### src/rtl/rbs_capture.sv
module rbs_capture #(
  parameter int NCH = 24,
  parameter logic [7:0] BASE = 8'h60
) (
  input  logic       clk,
  input  logic       rst_n,
  input  logic       ch_valid,
  input  logic [7:0] ch_byte,
  input  logic [4:0] ch_idx,
  input  logic [4:0] frame_no,
  input  logic       esf_mode,
  input  logic       sync_lost,
  input  logic       rd_en,
  input  logic [7:0] rd_addr,
  output logic [7:0] rd_data,
  input  logic       wr_en,
  input  logic [7:0] wr_addr,
  input  logic [7:0] wr_data,
  output logic       irq_n
);
  localparam int RPG  = NCH / 8;
  localparam int NREG = 4 * RPG;
  localparam int RW   = $clog2(NREG);
  localparam logic [7:0] STAT_A = BASE + 8'(NREG);
  localparam logic [7:0] MASK_A = STAT_A + 8'd1;

  logic [3:0][NCH-1:0] shadow, shadow_nx, live, live_nx;
  logic [NREG-1:0][7:0] rb;
  logic [1:0] stat, mask;
  logic [7:0] off;

  wire take   = ch_valid && !sync_lost;
  wire mf_end = take && ch_idx == 5'(NCH-1) && frame_no == (esf_mode ? 5'd24 : 5'd12);
  wire chg    = esf_mode ? (live_nx != live) : (live_nx[1:0] != live[1:0]);
  wire rd_st  = rd_en && rd_addr == STAT_A;
  wire [1:0] ev = mf_end ? {1'b1, chg} : 2'b00;

  always_comb begin
    shadow_nx = shadow;
    if (take) begin
      if (frame_no == 5'd6)                   shadow_nx[0][ch_idx] = ch_byte[0];
      else if (frame_no == 5'd12)             shadow_nx[1][ch_idx] = ch_byte[0];
      else if (esf_mode && frame_no == 5'd18) shadow_nx[2][ch_idx] = ch_byte[0];
      else if (esf_mode && frame_no == 5'd24) shadow_nx[3][ch_idx] = ch_byte[0];
    end
    live_nx = esf_mode ? shadow_nx : {live[1], live[0], shadow_nx[1], shadow_nx[0]};
  end

  for (genvar k = 0; k < NREG; k++) begin : g_rb
    assign rb[k] = live[k/RPG][(k%RPG)*8 +: 8];
  end

  assign off   = rd_addr - BASE;
  assign irq_n = ~|(stat & mask);

  always_ff @(posedge clk) begin
    if (!rst_n) begin
      shadow  <= '0;
      live    <= '0;
      stat    <= '0;
      mask    <= '0;
      rd_data <= '0;
    end else begin
      shadow <= shadow_nx;
      if (mf_end) live <= live_nx;
      stat <= (rd_st ? 2'b00 : stat) | ev;
      if (wr_en && wr_addr == MASK_A) mask <= wr_data[1:0];
      if (rd_en) begin
        if (rd_addr >= BASE && rd_addr < STAT_A) rd_data <= rb[off[RW-1:0]];
        else if (rd_addr == STAT_A)              rd_data <= {6'b0, stat};
        else if (rd_addr == MASK_A)              rd_data <= {6'b0, mask};
        else                                     rd_data <= 8'h00;
      end
    end
  end
endmodule

### config.mk
export PLATFORM = sky130hd
export DESIGN_NAME = rbs_capture
export DESIGN_NICKNAME = d
export VERILOG_FILES = /design/src/rtl/rbs_capture.sv
export SDC_FILE = /design/constraint.sdc
export NUM_CORES = 1
export LEC_CHECK = 0
export ABC_AREA = 1
export BUFFER_PORTS_ARGS = -buffer_cell sky130_fd_sc_hd__buf_2
export CAP_MARGIN = 25
export CORE_MARGIN = 3
export CORE_UTILIZATION = 56
export CTS_BUF_LIST = sky130_fd_sc_hd__clkbuf_4 sky130_fd_sc_hd__clkbuf_8 sky130_fd_sc_hd__clkbuf_16
export CTS_CLUSTER_SIZE = 25
export DETAILED_ROUTE_END_ITERATION = 12
export PLACE_DENSITY_LB_ADDON = 0.08
export SYNTH_ARGS = -nofsm -noshare
export SYNTH_HDL_FRONTEND = slang
export SYNTH_SLANG_ARGS = --single-unit
### constraint.sdc
create_clock -name clk -period 1.8 [get_ports clk]
set_input_delay 0.09 -clock clk [delete_from_list [all_inputs] [get_ports clk]]
set_output_delay 0.09 -clock clk [all_outputs]
set_load 0.02 [all_outputs]
==> results of run 1 <==
placed cells by master (no fill, tap or decap), types with 23 or more instances in the layout:
cell	count
nand2_1	457
buf_4	225
dfxtp_1	204
nand3_1	196
inv_1	194
nor2_1	133
o21ai_0	133
a21oi_1	126
buf_2	44
buf_12	29
xor2_1	26
clkbuf_16	24
nor2_4	23
routing by layer:
metal | part of all wire | vias to the layer above | track usage
met3 | 0.11 | 164 | 0.0719
met2 | 0.44 | 726 | 0.565
li1 | - | 6239 | -
met1 | 0.39 | 6099 | 0.490
met4 | 0.054 | 0 | 0.175
met5 | 0 | - | 0
worst max-delay path, delay by kind of cell:
family | cells | cell delay (ps)
compound gates | 1 | 50
simple gates | 12 | 1800
buf+inv | 2 | 300
what timing repair did:
action	in CTS	in global routing
pin swaps	5	15
endpoints found under the setup margin	1	2
hold buffers	6	0
buffers inserted	1	10
hold endpoints to repair	23	0
gates cloned	1	1
resized for setup	12	45
stage by stage:
step           setup TNS, ps  utilization  setup WS, ps  total power [uW]  instances
6_report               -37.3        0.757         -37.3              9920       2291
5_1_grt                 -180        0.757          -180             10100       2291
4_1_cts                    0        0.743          13.9              9880       2280
3_5_place_dp           -4660        0.698          -678              5360       2233
3_3_place_gp           -3180        0.698          -667              5350       2233
2_1_floorplan              0            -          8.41              4960       1768
logic make-up after synthesis:
family / Yosys count / synth area share
muxes: 3 / 0.00264
DFF: 204 / 0.359
AOI/OAI and AO/OA: 342 / 0.170
buffers and inverters: 299 / 0.101
xor gates and xnor gates: 34 / 0.0262
and+or+nand+nor: 886 / 0.342
registers in the layout (all words and copies together), names as in the netlist:
register / cells
live: 96
shadow: 96
stat: 2
rd_data: 8
mask: 2
worst paths after layout:
kind	from	end	slack [ps]	cells after the start
setup / recovery	ch_idx[2]	stat[0]	-40	15
setup reg to reg	shadow[16]	stat[0]	0	12
hold / removal	rd_addr[7]	rd_data[0]	50	5
hold reg to reg	rd_data[1]	rd_data[1]	460	2
layout make-up:
type,count,area (um^2)
repair buffers,308,2630
clock inverters,4,23.8
flip-flops and latches,204,4080
clock buffers,35,703
well taps,265,332
inverters,210,793
multi-input cells,1265,6360
fillers,1540,4790
power by group:
group / internal (uW) / switching [uW]
Combinational: 287 / 522
Clock: 2680 / 1910
Sequential: 4520 / 1.79
==> impl_metrics.tcl, run 1 <==
set metrics [dict create \
    async_reset_ff_frac 0 \
    power_leakage_uw 0.00698 \
    grt_max_degree 57 \
    finalSetupViolCount 1 \
    htreeDepth 1 \
    grt_first_pass_wirelength_um 64100 \
    wirelength_um 41700 \
    num_rows 51 \
    fmax_mhz 544 \
    gp_congestion 1.05 \
    syn-cell-area_mm2 0.0114 \
    post-route-period-util 1.02 \
    fin_nets 2061 \
    yosysTopAreaCellShare 0.359 \
    cts_root_buf "clkbuf_16" \
    violations "setup timing" \
    drt_iter0_markers 1347 \
    synthCells 1768 \
    clk_latency_ps 520 \
    antenna_found_initial 0 \
    synth_area_leaders "dfxtp_1, nand2_1, nand3_1, inv_1, o21ai_0" \
    layout_min_cycle_time_ps 1840 \
    drv_slew 0 \
    synth_seq_cells 204 \
    cpMaxStageDelayCell "nor2_4" \
    finClkSkew_ps 22.6 \
    ant_nets 0 \
    clock_sinks 204 \
    seq_area_frac_synth 0.359 \
    start_util 0.577 \
    rsz0062_at_grt "true" \
    finalHoldViolations 0 \
    vias 13200 \
    diodes 0 \
    synth.avg_cell_area_um2 6.44 \
    crit_path_start_kind "input port" \
    fin_ws_ps -37.3 \
    cp-end-kind "flip-flop" \
    clk_pin_slew_ps 60 \
    grt_pass1_vias 12100 \
    clk_path_buf_depth 3 \
    max-cap-violations 0 \
    yosys_warnings 0 \
    post-synth-top-area-cell "dfxtp_1" \
    synth-edff-count 0 \
    drc 0 \
    drive_above_1_share 0.214 \
    portBuffers 44 \
    crit_fanout 6 \
    cts_buffers 23 \
    synth_most_common_cell "nand2_1" \
    critical_path_class "in -> reg" \
    io_pins 58 \
    synth_top_flop_cell "dfxtp_1" \
    power-per-cell-area_mw_per_mm2 665 \
    synth_cell_types 46 \
    dieHeight_um 149 \
    timing.slew.headroom 0.534 \
    status "finished, violations left" \
    syn-num-nets 1817 \
    yosys-top-cells-count "nand2_1, dfxtp_1, nand3_1" \
    hold-worst-slack_ps 54.2 \
    grt_use_total 0.365 \
    placed_area_mm2 0.0138 \
    critPathRequiredTime_ps 2210 \
    design.die.area_mm2 0.0221 \
    routed_via_density 5.77 \
    die_x_um 149 \
    first_pass_iters 6 \
    cp.arrival_ps 2250 \
    dp_hpwl_um 29100 \
    tightest_slew_ps 699 \
    wl_per_cell_um 18.2 \
    fin_area_mm2 0.0149 \
    slowest_delay_ps 290 \
    grt_overflow_total 0 \
    irDropWorstVdd_uv 645 \
    core-area_mm2 0.0197 \
    path_cells "buf_2, inv_2, nand3_1, nor2_4, nand3_1, nand3_1, nand4_1, nor2_2, nand2_1, nor2_1, nand2_1, nor2_1, nand2_1, nand2_1, a21oi_2" \
    holdCritPathClass "in -> reg" \
    cts_tree "done" \
    path_common_cell "nand2_1" \
    area_growth_pct 31.1 \
]
Note: power is estimated with default switching activity, not from simulation.
==> run 2: changes to the inputs <==
--- a/config.mk
+++ b/config.mk
@@ -8,12 +8,12 @@
 export ABC_AREA = 1
 export BUFFER_PORTS_ARGS = -buffer_cell sky130_fd_sc_hd__buf_2
 export CAP_MARGIN = 25
-export CORE_MARGIN = 3
+export CORE_MARGIN = 2
 export CORE_UTILIZATION = 56
 export CTS_BUF_LIST = sky130_fd_sc_hd__clkbuf_4 sky130_fd_sc_hd__clkbuf_8 sky130_fd_sc_hd__clkbuf_16
 export CTS_CLUSTER_SIZE = 25
 export DETAILED_ROUTE_END_ITERATION = 12
-export PLACE_DENSITY_LB_ADDON = 0.08
+export PLACE_DENSITY = 0.8
 export SYNTH_ARGS = -nofsm -noshare
 export SYNTH_HDL_FRONTEND = slang
 export SYNTH_SLANG_ARGS = --single-unit
==> impl_metrics.tcl, run 2 (synthesized netlist as in run 1, its figures left out) <==
set metrics [dict create \
    power-per-cell-area_mw_per_mm2 653 \
    r2r_end "stat[0]" \
    fillers 1329 \
    diodes 0 \
    post-route-period-util 1.10 \
    largest_registers "live x96, shadow x96, rd_data x8" \
    startpoint "ch_valid" \
    num_rows 52 \
    grt_max_degree 49 \
    start_util 0.566 \
    rsz0062_at_grt "true" \
    timing.slew.headroom 0.653 \
    layout_min_cycle_time_ps 1990 \
    area_growth_pct 37.5 \
    drc 0 \
    cts_root_buf "clkbuf_16" \
    drive_above_1_share 0.267 \
    status "finished, violations left" \
    portBuffers 44 \
    drt_iter0_markers 2058 \
    clk_path_buf_depth 3 \
    wl_per_cell_um 19.7 \
    holdCritPathClass "in -> reg" \
    grt_overflow_total 0 \
    power_leakage_uw 0.00725 \
    critical_path_class "in -> reg" \
    clk_pin_slew_ps 60 \
    crit_path_start_kind "input port" \
    cts_tree "done" \
    grt_use_total 0.366 \
    cp-end-kind "flip-flop" \
    fin_nets 2088 \
    routed_via_density 6.01 \
    crit_end "stat[0]" \
    die_x_um 147 \
    tightest_slew_ps 519 \
    finClkSkew_ps 9.66 \
    fmax_mhz 503 \
    clk_latency_ps 520 \
    rrSetupSlack_ps -110 \
    max-cap-violations 0 \
    finalSetupViolCount 1 \
    layout_common_cells "nand2_1, buf_4, dfxtp_1, inv_1, nand3_1" \
    first_pass_iters 6 \
    finalHoldViolations 0 \
    io_pins 58 \
    grt_pass1_vias 12100 \
    fin_ws_ps -186 \
    fin_setup_tns_ps -186 \
    critPathRequiredTime_ps 2200 \
    placedCellCount 2242 \
    final_common_cell "nand2_1" \
    ant_nets 0 \
    htreeDepth 1 \
    violations "setup timing" \
    clock_sinks 204 \
    irDropWorstVdd_uv 729 \
    wirelength_um 45700 \
    crit_fanout 6 \
    vias 14000 \
    dp_hpwl_um 28100 \
    dieHeight_um 147 \
    gp_congestion 1.04 \
    cts_buffers 24 \
    design.die.area_mm2 0.0215 \
    drv_slew 0 \
    grt_first_pass_wirelength_um 62900 \
    antenna_found_initial 0 \
    layoutNonFillerInstCount 2325 \
    core-area_mm2 0.0201 \
    r2r_cells 12 \
    reg2reg_from "shadow[3]" \
    cp.arrival_ps 2380 \
]
[run 2: per-stage QoR]
| stage | util | instance area (um^2) | total power [uW] | worst slack [ps] | hold slack (ps) |
|---|---|---|---|---|---|
| 2_1_floorplan | - | 11400 | 4960 | 8.41 | 248 |
| 3_3_place_gp | 0.684 | 13700 | 5350 | -567 | 377 |
| 3_5_place_dp | 0.684 | 13700 | 5360 | -602 | 385 |
| 4_1_cts | 0.726 | 14600 | 10000 | 0.0939 | 37.2 |
| 5_1_grt | 0.778 | 15700 | 10400 | -248 | 63.2 |
| 6_report | 0.778 | 15700 | 10200 | -186 | 31.9 |
[run 2: worst min path at each step]
stage | cells past startpoint | from | endpoint | slack [ps]
floorplan | 2 | ch_byte[0] | shadow[6] | 250
global placement | 3 | wr_data[1] | mask[1] | 380
detailed placement | 3 | wr_data[0] | mask[0] | 380
CTS | 3 | rst_n | shadow[50] | 40
global route | 3 | rst_n | shadow[52] | 60
finish | 3 | rst_n | shadow[60] | 30
[run 2: area by class of cell]
cell class                 instances  area, um^2  area share
inverter                         210         803      0.0513
multi-input combinational       1265        6760       0.432
timing repair buffer             334        2900       0.185
sequential                       204        4080       0.261
clock inverter                     6        35.0     0.00224
clock buffer                      36         733      0.0469
tap                              270         338      0.0216
[run 2: repair_timing]
| action | in CTS | in global routing |
|---|---|---|
| endpoints found under the hold margin | 10 | 0 |
| cloned | 0 | 6 |
| pin swaps | 1 | 76 |
| setup buffers | 2 | 28 |
| resized for setup | 7 | 178 |
| endpoints found under the setup margin | 1 | 2 |
| hold buffers | 5 | 0 |
[run 2: routing by layer]
| metal | share of wire | track usage |
|---|---|---|
| met1 | 0.36 | 0.471 |
| met2 | 0.44 | 0.584 |
| met3 | 0.13 | 0.0713 |
| met4 | 0.073 | 0.194 |
| met5 | 0 | 0 |
[run 2: power by group]
group | internal, uW | switching, uW | total, uW
registers | 4520 | 1.73 | 4520
clock network | 2810 | 1990 | 4800
logic | 315 | 581 | 896
[run 2: critical path, cell delays in order]
cell	delay (ps)
buf_8	80
inv_6	40
nor2_8	130
buf_12	150
nand2_8	90
buf_12	140
nor2_2	100
buf_6	150
nand3_1	90
nand2_2	120
or2_0	160
nand3_1	240
nor2_1	180
nand2_1	110
nor2_4	190
nand2_1	70
nor2_1	100
nand2_1	50
nand2_1	60
a21oi_2	50
